<file path="src/rtl/mus_pkg.sv">
package mus_pkg;
  typedef enum logic {
    ST_IDLE = 1'b0,
    ST_RUN  = 1'b1
  } mus_state_e;
endpackage

</file>
<file path="src/rtl/mus_rst_sync.sv">
module mus_rst_sync (
  input  logic clk,
  input  logic rst_n,
  output logic rst_sync_n
);
  logic [1:0] sync_q;

  always_ff @(posedge clk or negedge rst_n) begin
    if (!rst_n) sync_q <= 2'b00;
    else        sync_q <= {sync_q[0], 1'b1};
  end

  assign rst_sync_n = sync_q[1];
endmodule

</file>
<file path="src/rtl/mus_stage_buf.sv">
module mus_stage_buf #(
  parameter int DATA_W = 24,
  parameter int DEPTH  = 16,
  localparam int IDX_W = $clog2(DEPTH)
) (
  input  logic                    clk,
  input  logic                    rst_n,
  input  logic                    load,
  input  logic                    clear,
  input  logic [DEPTH*DATA_W-1:0] din_flat,
  input  logic [IDX_W-1:0]        rd_idx,
  output logic [DATA_W-1:0]       rd_word,
  output logic                    valid
);
  logic [DATA_W-1:0] word_q [DEPTH];
  logic              valid_q, valid_d;

  for (genvar gi = 0; gi < DEPTH; gi++) begin : g_word
    always_ff @(posedge clk or negedge rst_n) begin
      if (!rst_n)    word_q[gi] <= '0;
      else if (load) word_q[gi] <= din_flat[gi*DATA_W +: DATA_W];
    end
  end

  always_comb begin
    valid_d = valid_q;
    if (clear)     valid_d = 1'b0;
    else if (load) valid_d = 1'b1;
  end

  always_ff @(posedge clk or negedge rst_n) begin
    if (!rst_n) valid_q <= 1'b0;
    else        valid_q <= valid_d;
  end

  assign rd_word = word_q[rd_idx];
  assign valid   = valid_q;
endmodule

</file>
<file path="src/rtl/mus_ptr.sv">
module mus_ptr #(
  parameter int ADDR_W = 16,
  parameter int DEPTH  = 16,
  localparam int IDX_W = $clog2(DEPTH)
) (
  input  logic              clk,
  input  logic              rst_n,
  input  logic              load,
  input  logic [ADDR_W-1:0] start_addr,
  input  logic [IDX_W-1:0]  last_idx,
  input  logic              adv,
  output logic [IDX_W-1:0]  idx,
  output logic [ADDR_W-1:0] head_addr,
  output logic              is_last
);
  logic [ADDR_W-1:0] base_q, base_d;
  logic [IDX_W-1:0]  idx_q, idx_d, last_q, last_d;
  logic              en;

  always_comb begin
    base_d = base_q;
    last_d = last_q;
    idx_d  = idx_q;
    if (load) begin
      base_d = start_addr;
      last_d = last_idx;
      idx_d  = '0;
    end else if (adv) begin
      idx_d  = idx_q + IDX_W'(1);
    end
  end

  assign en = load | adv;

  always_ff @(posedge clk or negedge rst_n) begin
    if (!rst_n) begin
      base_q <= '0;
      last_q <= '0;
      idx_q  <= '0;
    end else if (en) begin
      base_q <= base_d;
      last_q <= last_d;
      idx_q  <= idx_d;
    end
  end

  assign idx       = idx_q;
  assign head_addr = base_q + ADDR_W'(idx_q);
  assign is_last   = (idx_q == last_q);
endmodule

</file>
<file path="src/rtl/mus_ctrl.sv">
module mus_ctrl
  import mus_pkg::*;
(
  input  logic clk,
  input  logic rst_n,
  input  logic exec_strobe,
  input  logic hit,
  input  logic is_last,
  output logic load,
  output logic clear,
  output logic busy
);
  mus_state_e st_q, st_d;

  always_comb begin
    st_d  = st_q;
    load  = 1'b0;
    clear = 1'b0;
    unique case (st_q)
      ST_IDLE: if (exec_strobe) begin
        load = 1'b1;
        st_d = ST_RUN;
      end
      ST_RUN: if (hit && is_last) begin
        clear = 1'b1;
        st_d  = ST_IDLE;
      end
      default: st_d = ST_IDLE;
    endcase
  end

  always_ff @(posedge clk or negedge rst_n) begin
    if (!rst_n) st_q <= ST_IDLE;
    else        st_q <= st_d;
  end

  assign busy = (st_q == ST_RUN);
endmodule

</file>
<file path="src/rtl/mem_update_sched.sv">
module mem_update_sched #(
  parameter int ADDR_W    = 16,
  parameter int DATA_W    = 24,
  parameter int MAX_WORDS = 16,
  localparam int CNT_W    = $clog2(MAX_WORDS)
) (
  input  logic                        clk,
  input  logic                        rst_n,
  input  logic                        exec_strobe,
  input  logic [ADDR_W-1:0]           stage_addr,
  input  logic [CNT_W-1:0]            stage_count,
  input  logic [MAX_WORDS*DATA_W-1:0] stage_data,
  input  logic                        acc_valid,
  input  logic [ADDR_W-1:0]           acc_addr,
  output logic                        wr_en,
  output logic [ADDR_W-1:0]           wr_addr,
  output logic [DATA_W-1:0]           wr_data,
  output logic                        ready
);
  logic              rst_i_n;
  logic              load, clear, busy, hit, is_last, buf_valid;
  logic [CNT_W-1:0]  idx;
  logic [ADDR_W-1:0] head_addr;

  mus_rst_sync u_rst (
    .clk(clk), .rst_n(rst_n), .rst_sync_n(rst_i_n)
  );

  mus_ctrl u_ctrl (
    .clk(clk), .rst_n(rst_i_n), .exec_strobe(exec_strobe),
    .hit(hit), .is_last(is_last),
    .load(load), .clear(clear), .busy(busy)
  );

  mus_ptr #(.ADDR_W(ADDR_W), .DEPTH(MAX_WORDS)) u_ptr (
    .clk(clk), .rst_n(rst_i_n), .load(load),
    .start_addr(stage_addr), .last_idx(stage_count),
    .adv(hit), .idx(idx), .head_addr(head_addr), .is_last(is_last)
  );

  mus_stage_buf #(.DATA_W(DATA_W), .DEPTH(MAX_WORDS)) u_buf (
    .clk(clk), .rst_n(rst_i_n), .load(load), .clear(clear),
    .din_flat(stage_data), .rd_idx(idx),
    .rd_word(wr_data), .valid(buf_valid)
  );

  assign hit     = busy & buf_valid & acc_valid & (acc_addr == head_addr);
  assign wr_en   = hit;
  assign wr_addr = head_addr;
  assign ready   = ~busy;
endmodule

</file>
<file path="config.mk">
export PLATFORM = sky130hd
export DESIGN_NAME = mem_update_sched
export DESIGN_NICKNAME = d
export VERILOG_FILES = /design/src/rtl/mus_pkg.sv /design/src/rtl/mus_rst_sync.sv /design/src/rtl/mus_stage_buf.sv /design/src/rtl/mus_ptr.sv /design/src/rtl/mus_ctrl.sv /design/src/rtl/mem_update_sched.sv
export SDC_FILE = /design/constraint.sdc
export NUM_CORES = 1
export LEC_CHECK = 0
export BUFFER_PORTS_ARGS = -buffer_cell sky130_fd_sc_hd__buf_2
export CELL_PAD_IN_SITES_DETAIL_PLACEMENT = 1
export CELL_PAD_IN_SITES_GLOBAL_PLACEMENT = 2
export CORE_ASPECT_RATIO = 1.2
export CORE_MARGIN = 2
export CORE_UTILIZATION = 30
export CTS_BUF_LIST = sky130_fd_sc_hd__clkbuf_4 sky130_fd_sc_hd__clkbuf_8
export DETAILED_ROUTE_END_ITERATION = 12
export PLACE_DENSITY = 0.88
export SLEW_MARGIN = 0
export SYNTH_ARGS = -nofsm -noshare
export SYNTH_HDL_FRONTEND = slang
export SYNTH_SLANG_ARGS = --single-unit
</file>
<file path="constraint.sdc">
create_clock -name clk -period 13.1 [get_ports clk]
set_input_delay 0.655 -clock clk [delete_from_list [all_inputs] [get_ports clk]]
set_output_delay 0.655 -clock clk [all_outputs]
set_load 0.02 [all_outputs]
</file>
# [Word level (Yosys, flattened, before mapping)]
# Index checks and enable logic that the tools add are counted.
# Widths: inputs -> output; s select.
[word_totals] reg_bits=412 in_bits=424 output_inout_bits=42 elab_cells=51
[op_classes] addsub=2 order_cmp=1 n_eq_ne=2 muxes=13 bitwise_logic=6 n_reduce_logical=5
[op_table] cell="$bmux 24 s4" count=1
[op_table] cell="$mux 24" count=2
[op_table] cell="$add 16x4->16" count=1
[op_table] cell="$eq 16x16->1" count=1
[op_table] cell="$mux 4" count=2
[op_table] cell="$mux 1" count=7
[op_table] cell="$ge 5x5->1 const B" count=1
[op_table] cell="$not 4->5" count=1
[op_table] cell="$add 4x1->4 const B" count=1
[op_table] cell="$eq 4x4->1" count=1
[op_table] cell="$reduce_and 2->1" count=2
[op_table] cell="$reduce_bool 2->1" count=2
[op_table] cell="$and 1x1->1" count=3
[op_table] cell="$pmux 1 s2" count=1
[op_table] cell="$logic_and 1x1->1" count=1
[op_table] cell="$not 1->1" count=1
[op_table] cell="$or 1x1->1" count=1

# [Depth between registers and ports, before layout]
# Gate-level depths: netlist (run 1).
[logic_depth] ltp_word=7 ltp_mapped=9

# [Hierarchy]
# Synthesis (run 1) repeated with hierarchy kept, for this count alone.
[hier_totals] cells_unflattened=1156 hier_area_um2=18581.6
[modules_own_cells] module="mus_stage_buf" instances=1 cells_each=1019 area_per_inst_um2=16980.0 seq_area_each_um2=9634.2
[modules_own_cells] module="mus_ptr" instances=1 cells_each=106 area_per_inst_um2=1305.0 seq_area_each_um2=600.6
[modules_own_cells] module="mem_update_sched" instances=1 cells_each=23 area_per_inst_um2=188.9 seq_area_each_um2=0.0
[modules_own_cells] module="mus_ctrl" instances=1 cells_each=5 area_per_inst_um2=53.8 seq_area_each_um2=25.0
[modules_own_cells] module="mus_rst_sync" instances=1 cells_each=3 area_per_inst_um2=53.8 seq_area_each_um2=50.0

# [Least setup slack after synthesis (run 1)]
# OpenSTA, ideal clock, no wires.
[synth_timing] path_type="register to output" from="register u_ptr.idx_q[0] (netlist: u_ptr.idx[0])" to="output wr_en" arrival_time_ns=3.071 required_time_ns=12.445 setup_slack_ns=9.374 path_stages_with_launch=10 n_path_buf=0 cell_sequence="dfrtp_1 > ha_1 > fa_1 > xor2_1 > xor2_1 > a2111oi_4 > o311ai_1 > or4_4 > or3_1 > inv_1"
[synth_via] elab_chain_len=3
[synth_lines] element="start: declaration" line="mus_ptr.sv:17" rtl="logic [IDX_W-1:0] idx_q, idx_d, last_q, last_d;"
[synth_lines] element="start signal: assignment" line="mus_ptr.sv:43" rtl="idx_q <= idx_d;"
[synth_lines] element="$add 16x4->16" line="mus_ptr.sv:48" rtl="assign head_addr = base_q + ADDR_W'(idx_q);"
[synth_lines] element="via wr_addr[2]" line="mem_update_sched.sv:16" rtl="output logic [ADDR_W-1:0] wr_addr,"
[synth_lines] element="$eq 16x16->1" line="mem_update_sched.sv:47" rtl="assign hit = busy & buf_valid & acc_valid & (acc_addr == head_addr);"
[synth_lines] element="$and 1x1->1" line="mem_update_sched.sv:47"
[synth_lines] element="end: declaration" line="mem_update_sched.sv:15" rtl="output logic wr_en,"
# The timed path passes the listed nets, and every way through them passes these cells.

# [Worst setup path in the final report (run 1)]
[layout_timing] from="register u_ptr.idx_q[1] (netlist: u_ptr.idx[1])" to="output wr_en"
[layout_via] elab_chain_len=3
[layout_lines] element="$add 16x4->16" line="mus_ptr.sv:48"
[layout_lines] element="$eq 16x16->1" line="mem_update_sched.sv:47"
[layout_lines] element="$and 1x1->1" line="mem_update_sched.sv:47"
# No other way between the ends.

==> impl_metrics.csv, run 1 <==
group,metric,value,unit
critical_path,required,12440,ps
synthesis,synth_top_area_share,52.9,%
synthesis,synth_flop_cell,"dfrtp_1",
floorplanning,die_x,237,um
cells_and_area,syn2layout_area_growth,23.8,%
synthesis,async_flop_share,100,%
global_route,grt-ovfl-total,0,
cts,clk_pin_slew,70,ps
power_and_ir_drop,p_per_area,133,nW/um2
cells_and_area,drive_above_1_share,25.8,%
timing,slew_headroom,28.2,%
synthesis,ys_seq_area_share,52.9,%
cts,cts_resized,0,
synthesis,synth-seq-cells,412,
global_route,grt_antenna_before_repair,20,
detailed_routing,drc_errors,0,
power_and_ir_drop,p_switching,885,uW
detailed_routing,dr.pass1.iters,4,
synthesis,synth_xor_area_share,1.60,%
cts,clock_latency,650,ps
detailed_routing,via_count,17090,
timing,fin_skew,30.9,ps
detailed_routing,drt_wl_total,75900,um
detailed_routing,viasPerCell,4.84,
cts,cts.sinks,412,
cells_and_area,nNetsFinal,3066,
run,drv_cap,0,
placed_design,dp_hpwl,55700,um
synthesis,synth_top_family_by_area,"simple AND/OR/NAND/NOR gates",
cells_and_area,multi_input_area,8630,um2
global_route,grt_use_total,22.7,%
timing,fin_crit_sh,38.3,%
timing,fin_tns_setup,0,ps
synthesis,synthAdderAreaFrac,0.424,%
timing,fmax,200,MHz
detailed_routing,antenna_left,0,
synthesis,synth_edf_count,0,
synthesis,synthMuxAreaShare,10.9,%
timing,slew_viol_final,0,
placed_design,gp_congestion,0.904,
detailed_routing,initialDrtViolationCount,898,
cts,numCtsBuffers,73,
synthesis,synth-simple-area-share,26.2,%
critical_path,crit_path_start_kind,"flip-flop",
placed_design,post-place-ws,8720,ps
hold_path,worstHoldPathType,"in2reg",
synthesis,synth_compound_area_share,5.05,%
timing,hold_violations,0,
synthesis,yosysWarnings,0,
cts,cts_tree,"yes",
power_and_ir_drop,cellLeakagePower,0.0126,uW
power_and_ir_drop,switching_share,27.5,%
global_route,grt_start_max_net_pins,179,
synthesis,syn_inst,2217,
cts,cts_root_buf,"clkbuf_8",
synthesis,synth_cell_type_count,54,
floorplanning,rows,102,
timing,setup-violations-final,0,
power_and_ir_drop,combPwrFrac,12.0,%
timing,period_minus_slack,5010,ps
critical_path,r2r_cells,7,
synthesis,syn-num-nets,2647,
power_and_ir_drop,irDropWorstVdd,0.0637,mV
floorplanning,dieHeight,283,um
critical_path,crit_path_end_kind,"output port",
critical_path,path_max_fanout,57,
cts,postCtsSetupRepairBufs,0,
synthesis,syn_area,19500,um2
synthesis,synthTopCellsByArea,"dfrtp_1 53%, nand2_1 24%, mux4_2 5.5%",
cts,h-tree-depth,3,
placed_design,io_buffers,465,
floorplanning,initial_utilization,30.2,%
timing,rsz0062_at_grt,"no",
timing,worst_slew_pin_slew,1080,ps
status,status,"completed",
critical_path,critPathKind,"reg2out",
detailed_routing,wl_per_cell,21.5,um
timing,fin_ws,8090,ps
power_and_ir_drop,p_int,2330,uW
global_route,grt_pass1_vias,18755,
floorplanning,dieArea,67000,um2
synthesis,synth_area_per_cell,8.79,um2
critical_path,worst_ep_arrival_time,4360,ps
global_route,grt_pass1_wl,115000,um
cts,clockBufferDepth,3,
power_and_ir_drop,pwr-share-seq,47.3,%
floorplanning,core,64400,um2
floorplanning,ios,466,
synthesis,synth_top_cell_by_area,"dfrtp_1",
cells_and_area,seq_area,10300,um2
cells_and_area,fillers,7650,
hold_path,hold_depth,3,
power_and_ir_drop,pwr-share-clk,40.7,%
[worst paths after layout]
check | slack [ps] | startpoint | end
max | 8090 | u_ptr.idx[1] | wr_en
min | 190 | stage_data[27] | u_buf.word_q[339]
max reg2reg | 9130 | u_ctrl.busy | u_buf.word_q[276]
min reg2reg | 360 | u_rst.sync_q[0] | u_rst.sync_q[1]
max in group asynchronous | 9500 | u_rst.sync_q[1] | u_buf.word_q[137]
min in group asynchronous | 320 | rst_n | u_rst.sync_q[1]
[registers in the layout, summed over array words and instances (netlist names)]
signal and cells:
u_ptr.idx 4, u_ptr.last_q 4, u_ptr.base_q 16, u_buf.valid 1, u_rst.sync_q 2, u_ctrl.busy 1, u_buf.word_q 384
[cell type report]
type	count	area share, %
Clock inverter	14	0.602
Inverter	7	0.109
Timing Repair Buffer	485	10.3
Tap cell	832	4.31
Sequential cell	412	42.8
Antenna cell	11	0.114
Clock buffer	116	5.99
Multi-Input combinational cell	1657	35.8
[layer usage]
metal  wire length, um  share of wire, %  track usage (%)  up-vias
met5               108              0.14                0        -
met4              2780               3.7             9.64       16
met3              4380               5.8             5.07      131
met2             38400                51             39.3      438
met1             30300                40             26.9     8502
li1                  -                 -                -     8003
[kinds of logic (layout without fill, tap and decap cells)]
group                    Yosys count  count (layout)
buffers and inverters            148             622
XOR/XNOR                          34              34
multiplexers                     150             150
other                              1              12
flip-flops                       412             412
adder cells (fa/ha/maj)            6               6
AND/OR/NAND/NOR                 1318            1318
AO/OA/AOI/OAI                    148             148
[critical path: stages, from the launching register on]
cell,delay [ps]
dfrtp_4,1100
fa_1,400
a211oi_1,180
nor2_1,430
and4_1,310
nor3_1,70
or4_4,500
or3_1,470
inv_1,80
buf_2,160
[power groups by stage]
| stage | Clock (uW) | Combinational [uW] | Sequential, uW |
|---|---|---|---|
| after CTS | 1350 | 396 | 1520 |
| after floorplan | 0 | 219 | 1510 |
| after global routing | 1410 | 437 | 1540 |
| after global placement | 0 | 380 | 1530 |
| after detailed placement | 0 | 393 | 1540 |
| final | 1310 | 387 | 1520 |
[placed cells by master (no fill, tap or decap), types with 30 or more instances in the layout]
master | netlist | routed
clkbuf_8 | 0 | 92
mux2i_1 | 83 | 83
o21ai_0 | 49 | 49
dfrtp_1 | 412 | 408
nand2_1 | 1254 | 1253
a21oi_1 | 30 | 30
buf_2 | 7 | 465
mux4_2 | 48 | 48
[synth_stat cells (all sizes together) (10+ instances only)]
cell type,count
a21oi,30
a221oi,24
a22oi,24
buf,19
clkbuf,122
dfrtp,412
mux2,19
mux2i,83
mux4,48
nand2,1254
nand3,10
o21ai,49
xnor2,17
xor2,16
[per-stage QoR]
| stage | cell area (um2) | power, uW | hold slack, ps | cells | util [%] |
|---|---|---|---|---|---|
| floorplan | 19500 | 1730 | 331 | 2217 | - |
| detailed placement | 22500 | 1930 | 346 | 3392 | 34.9 |
| CTS | 24100 | 3270 | 116 | 3523 | 37.4 |
| finish | 24100 | 3220 | 186 | 3534 | 37.4 |
| global placement | 22500 | 1910 | 337 | 3392 | 34.9 |
| global route | 24100 | 3390 | 144 | 3527 | 37.4 |
[timing repair]
item,CTS,global route
hold endpoints to repair,2,0
hold buffers,1,0
setup endpoints to repair,0,0
Note: power is estimated with default switching activity, not from simulation.
==> run 2: changes to the inputs <==
--- a/config.mk
+++ b/config.mk
@@ -10,10 +10,10 @@
 export CELL_PAD_IN_SITES_GLOBAL_PLACEMENT = 2
 export CORE_ASPECT_RATIO = 1.2
 export CORE_MARGIN = 2
-export CORE_UTILIZATION = 30
+export CORE_UTILIZATION = 33
 export CTS_BUF_LIST = sky130_fd_sc_hd__clkbuf_4 sky130_fd_sc_hd__clkbuf_8
 export DETAILED_ROUTE_END_ITERATION = 12
-export PLACE_DENSITY = 0.88
+export PLACE_DENSITY = 0.92
 export SLEW_MARGIN = 0
 export SYNTH_ARGS = -nofsm -noshare
 export SYNTH_HDL_FRONTEND = slang
==> constraint.sdc (replaced) <==
create_clock -name clk -period 4.86 [get_ports clk]
set_input_delay 0.243 -clock clk [delete_from_list [all_inputs] [get_ports clk]]
set_output_delay 0.243 -clock clk [all_outputs]
set_load 0.02 [all_outputs]
==> run 2 against run 1 <==
Cell count is 11% higher. Die area is 9.0% lower. Largest cell class unchanged. First-iteration DRC count rose by 49%.
==> impl_metrics.csv, run 2 (synthesis results as in run 1) <==
group,metric,value,unit
status,status,"completed",
cells_and_area,fin_util,48.4,%
critical_path,crit_path_end_kind,"output port",
cts,clockBufferDepth,3,
critical_path,crit_path_start_kind,"flip-flop",
power_and_ir_drop,pwr-share-clk,39.0,%
cells_and_area,reg_top3,"u_buf.word_q: 384 flops, u_ptr.base_q: 16 flops",
cells_and_area,drive_above_1_share,22.4,%
power_and_ir_drop,p_per_area,323,nW/um2
timing,fin_crit_sh,91.4,%
cts,clk_pin_slew,70,ps
global_route,grt_pass1_vias,22773,
cts,h-tree-depth,3,
cells_and_area,nNetsFinal,3471,
cells_and_area,syn2layout_area_growth,44.9,%
placed_design,post-place-ws,1120,ps
timing,fmax,225,MHz
floorplanning,dieArea,61000,um2
cts,cts.sinks,412,
hold_path,worstHoldPathType,"in2reg",
timing,worst_slew_pin_slew,1230,ps
detailed_routing,drc_errors,0,
critical_path,path_max_fanout,7,
detailed_routing,drt_wl_total,95000,um
power_and_ir_drop,switching_share,28.9,%
floorplanning,initial_utilization,33.4,%
critical_path,cp_slowest_cell,"a211oi_1",
critical_path,path_buf_inv,2,
timing,fin_skew,34.5,ps
global_route,grt_antenna_before_repair,25,
cells_and_area,layoutNonFillerInstCount,3915,
critical_path,crit_family,"simple AND/OR/NAND/NOR gates",
critical_path,r2r_start,"u_ptr.idx[0]",
timing,hold_violations,0,
timing,slew_viol_final,0,
cells_and_area,final_common_cell,"nand2_1",
power_and_ir_drop,irDropWorstVdd,0.163,mV
critical_path,r2r-end,"u_buf.valid",
floorplanning,dieHeight,270,um
critical_path,cp_cell_sequence,"ha_1, fa_1, a211oi_1, nor2_1, nand3_1, mux2i_1, nand4b_1, or3_1, inv_1, buf_2",
cts,cts_tree,"yes",
global_route,grt_pass1_wl,141000,um
placed_design,gp_congestion,0.904,
floorplanning,ios,466,
cts,cts_root_buf,"clkbuf_8",
timing,fin_ws,418,ps
floorplanning,core,58400,um2
power_and_ir_drop,p_int,6480,uW
power_and_ir_drop,combPwrFrac,15.6,%
floorplanning,rows,97,
cts,numCtsBuffers,73,
timing,period_minus_slack,4440,ps
floorplanning,die_x,226,um
timing,fin_tns_setup,0,ps
global_route,grt-ovfl-total,0,
power_and_ir_drop,pwr-share-seq,45.4,%
hold_path,hold_start,"acc_addr[12]",
global_route,grt_start_max_net_pins,181,
detailed_routing,antenna_left,0,
power_and_ir_drop,cellLeakagePower,0.0143,uW
critical_path,reg2reg_slack,1230,ps
detailed_routing,initialDrtViolationCount,1336,
global_route,grt_use_total,31.1,%
run,drv_cap,0,
detailed_routing,viasPerCell,5.11,
cts,cts_resized,0,
detailed_routing,dr.pass1.iters,5,
critical_path,worst_ep_arrival_time,4200,ps
critical_path,startpoint,"u_ptr.idx[0]",
placed_design,dp.cells,3351,
cells_and_area,regMostFlops,"u_buf.word_q",
placed_design,io_buffers,465,
critical_path,critPathKind,"reg2out",
placed_design,dp_hpwl,56900,um
timing,rsz0062_at_grt,"no",
timing,hold_ws,178,ps
cells_and_area,largest_reg_flops,384,
power_and_ir_drop,p_switching,2630,uW
timing,slew_headroom,17.8,%
critical_path,r2r_cells,9,
cells_and_area,final_cell_mix,"1253 x nand2_1, 465 x buf_2, 407 x dlygate4sd3_1, 407 x dfrtp_1, 96 x clkbuf_8",
critical_path,cp-endpoint,"wr_en",
detailed_routing,wl_per_cell,24.3,um
detailed_routing,via_count,20006,
critical_path,required,4620,ps
cts,clock_latency,660,ps
timing,setup-violations-final,0,
critical_path,cp_num_cells,10,
critical_path,cpPeakStageDelay,780,ps
==> run 2: cell count changes in the layout (fill, tap and decap cells not counted), moves of 2 or more <==
cell	before	now
buf_4	18	11
diode_2	11	29
dlygate4sd3_1	1	407
clkbuf_8	92	96
buf_12	1	7
inv_6	3	1
clkbuf_4	24	21
==> run 2: worst min-delay path: cells and delay by family <==
kind,cells,cell delay (ps)
AOI/OAI and AO/OA,2,160
buffers and inverters,1,150
and+or+nand+nor,2,230
==> run 2: power groups by stage <==
stage / registers (uW) / logic, uW / clock network [uW]
floorplan: 4080 / 590 / 0
CTS: 4110 / 1370 / 3600
global route: 4170 / 1540 / 3790
finish: 4140 / 1420 / 3550
detailed placement: 4170 / 1100 / 0
global placement: 4140 / 1070 / 0
==> run 2: worst min-delay path by stage <==
stage / to / slack, ps / cells after the start
floorplan: u_rst.sync_q[0] / -50 / 0
global placement: u_rst.sync_q[0] / 30 / 1
detailed placement: u_rst.sync_q[0] / 30 / 1
CTS: u_ptr.idx[0] / 90 / 5
global route: u_ptr.idx[0] / 170 / 5
finish: u_ptr.idx[0] / 180 / 5
==> run 2: repair_timing <==
item                                   CTS  global route
setup buffers                            0             0
endpoints found under the hold margin  407             0
hold buffers                           407             0
==> run 2: cell type report <==
type	instances	area [um2]
clock buffers	117	1480
diodes	29	72.6
inverters	7	26.3
multi-input cells	1657	8630
clock inverters	11	93.8
flip-flops and latches	412	10300
well taps	792	991
repair buffers	890	6620
fillers	6829	30100
==> run 2: per-layer routing <==
layer	routed length (um)	global-route usage (%)	up-vias
li1	-	-	8831
met1	35400	34.5	10046
met2	47900	53.8	779
met3	4830	5.59	348
met4	6850	21.2	2
met5	10	0	-
==> run 2: per-stage QoR <==
stage	cell area, um2	power (uW)
finish	28200	9110
global route	28200	9510
CTS	28200	9080
detailed placement	22500	5270
global placement	22500	5210
floorplan	19500	4670
==> run 3: changes to the inputs <==
--- a/config.mk
+++ b/config.mk
@@ -10,11 +10,12 @@
 export CELL_PAD_IN_SITES_GLOBAL_PLACEMENT = 2
 export CORE_ASPECT_RATIO = 1.2
 export CORE_MARGIN = 2
-export CORE_UTILIZATION = 33
-export CTS_BUF_LIST = sky130_fd_sc_hd__clkbuf_4 sky130_fd_sc_hd__clkbuf_8
+export CORE_UTILIZATION = 37
 export DETAILED_ROUTE_END_ITERATION = 12
-export PLACE_DENSITY = 0.92
+export PLACE_DENSITY = 0.89
+export RECOVER_POWER = 25
 export SLEW_MARGIN = 0
 export SYNTH_ARGS = -nofsm -noshare
 export SYNTH_HDL_FRONTEND = slang
+export SYNTH_HIERARCHICAL = 1
 export SYNTH_SLANG_ARGS = --single-unit
==> run 3 against run 2 <==
The flow now finishes with violations (max-capacitance violations, max-slew violations). Fmax grew 7.2%. Combinational power down 6%. Clock skew decreased by 11 ps. Setup slack improved by 300 ps. Sequential power about the same. First-iteration DRC count decreased by 39%.
==> impl_metrics.csv, run 3 <==
group,metric,value,unit
synthesis,synth_top_area_share,55.5,%
timing,setup-violations-final,0,
floorplanning,die_x,209,um
synthesis,synth_edf_count,0,
detailed_routing,wl_met3,3590,um
critical_path,required,4620,ps
synthesis,synth-seq-cells,412,
critical_path,crit_path_start_kind,"flip-flop",
cells_and_area,nNetsFinal,2449,
synthesis,post-synth-top-count-cell,"dfrtp_1",
cells_and_area,layoutNonFillerInstCount,2714,
timing,slew_headroom,-101,%
timing,rsz0062_at_grt,"no",
cts,cts_root_buf,"clkbuf_16",
detailed_routing,dr.pass1.iters,5,
status,violations,"max-capacitance violations, max-slew violations",
detailed_routing,drt_wl_total,71700,um
power_and_ir_drop,cellLeakagePower,0.0122,uW
synthesis,syn_area,18600,um2
timing,slew_viol_final,66,
timing,fmax,241,MHz
critical_path,critPathKind,"reg2out",
detailed_routing,antenna_left,0,
timing,fin_tns_setup,0,ps
floorplanning,rows,89,
power_and_ir_drop,p_per_area,338,nW/um2
critical_path,worst_ep_arrival_time,3900,ps
power_and_ir_drop,irDropWorstVdd,0.348,mV
cts,numCtsBuffers,46,
floorplanning,initial_utilization,37.6,%
floorplanning,ios,466,
cts,clk_pin_slew,60,ps
cts,cts.sinks,412,
synthesis,synth_cell_type_count,36,
cells_and_area,fillers,4835,
floorplanning,dieHeight,249,um
synthesis,syn_inst,1156,
critical_path,path_max_fanout,56,
global_route,grt_use_total,27.6,%
synthesis,yosysWarnings,6,
synthesis,synth_top_cell_by_area,"dfrtp_1",
cells_and_area,regMostFlops,"u_buf/word_q",
cts,cts_tree,"yes",
cts,postCtsSetupRepairBufs,0,
synthesis,syn-num-nets,1586,
synthesis,synth_flop_cell,"dfrtp_1",
critical_path,crit_path_end_kind,"output port",
global_route,grt-ovfl-total,0,
synthesis,synthTopCellsByArea,"dfrtp_1 55%, mux2_2 24%, mux4_2 12%",
placed_design,io_buffers,465,
detailed_routing,dr.max_layer_used,"met4",
cells_and_area,final_cell_mix,"463 x buf_2, 410 x dfrtp_1, 407 x dlygate4sd3_1",
detailed_routing,viasPerCell,5.25,
detailed_routing,wl_per_cell,26.4,um
global_route,grt_pass1_vias,16989,
placed_design,dp.cells,2201,
placed_design,gp_congestion,0.877,
detailed_routing,initialDrtViolationCount,818,
global_route,grt_start_max_net_pins,136,
cells_and_area,syn2layout_area_growth,46.9,%
timing,fin_crit_sh,85.2,%
status,status,"finished with violations",
detailed_routing,drc_errors,0,
detailed_routing,via_count,14258,
timing,hold_violations,0,
placed_design,placed_cell_area,21600,um2
placed_design,dp_hpwl,39600,um
synthesis,ys_seq_area_share,55.5,%
timing,worst_slew_pin_slew,3010,ps
hold_path,worstHoldPathType,"reg2reg",
floorplanning,core,49400,um2
cts,clockBufferDepth,3,
global_route,grt_antenna_before_repair,22,
detailed_routing,routed-wl-met2,37700,um
cts,h-tree-depth,2,
timing,fin_skew,23.2,ps
floorplanning,dieArea,52000,um2
critical_path,r2r_cells,13,
cells_and_area,seq_area,10300,um2
detailed_routing,wl_met1,27400,um
synthesis,synth_common_cells,"412 x dfrtp_1, 404 x mux2_2, 96 x mux4_2",
cts,clock_latency,580,ps
cells_and_area,fin_area,27300,um2
global_route,grt_pass1_wl,109000,um
cells_and_area,final_common_cell,"buf_2",
hold_path,hold_depth,0,
run,drv_cap,1,
synthesis,synth_area_per_cell,16.1,um2
synthesis,async_flop_share,100,%
cells_and_area,drive_above_1_share,52.0,%
timing,period_minus_slack,4140,ps
cells_and_area,reg_top3,"u_buf/word_q: 384 flops, u_ptr/base_q: 16 flops",
cells_and_area,multi_input_area,7890,um2
cts,cts_resized,0,
cells_and_area,largest_reg_flops,384,
==> run 3: logic make-up after synthesis <==
kind of cell	Yosys count	share of synthesized area, %
xor+xnor	37	1.74
fa+ha+maj	6	0.444
buf+inv	80	2.13
simple gates	64	1.74
mux	501	36.2
other cells	1	0.0202
compound gates	55	2.26
flops	412	55.5
==> run 3: final cells by class <==
class,instances,area share [%]
multi-input cells,664,28.9
clock buffers,67,4.91
diodes,22,0.202
well taps,637,2.92
clock inverters,17,0.944
flip-flops and latches,412,37.8
inverters,1,0.0138
repair buffers,894,24.3
==> run 3: worst paths after layout <==
check | from | endpoint | slack [ps]
min in group asynchronous | rst_n | u_rst/sync_q[1] | 520
max reg2reg | u_ptr/idx[3] | u_ptr/idx[3] | 1160
min reg2reg | u_rst/sync_q[0] | u_rst/sync_q[1] | 360
max | u_ptr/idx[1] | wr_data[9] | 720
max in group asynchronous | u_rst/sync_q[1] | u_ptr/base_q[4] | 1260
min | u_rst/sync_q[0] | u_rst/sync_q[1] | 360
==> run 3: stage by stage <==
stage	utilization, %	setup WS [ps]	hold slack [ps]	total power (uW)
floorplan	-	817	-52.6	4660
global placement	43.6	1370	29.4	5030
detailed placement	43.6	1330	31.8	5110
CTS	55.1	736	335	9100
global route	55.2	486	384	9560
finish	55.2	718	355	9220
==> run 3: report_power, final <==
part | internal, uW | leakage, uW | switching [uW]
clock | 2240 | 0.000769 | 1520
sequential | 3820 | 0.00510 | 291
combinational | 810 | 0.00630 | 530
total | 6880 | 0.0122 | 2340
==> run 3: per-layer routing <==
layer	global-route usage, %	vias to the layer above
met5	0	-
met4	12.5	0
met3	5.41	184
met2	48.8	553
met1	32.5	7454
li1	-	6067
==> run 3: worst max-delay path: stages (launching register included) <==
cell     delay (ps)
dfrtp_4         440
buf_4           590
buf_4           820
mux4_2          420
a22oi_1         560
nand2_1         130
buf_2           200
==> run 3: what timing repair did <==
item | CTS | global route
hold endpoints to repair | 407 | 0
endpoints found under the setup margin | 0 | 0
hold buffers | 407 | 0
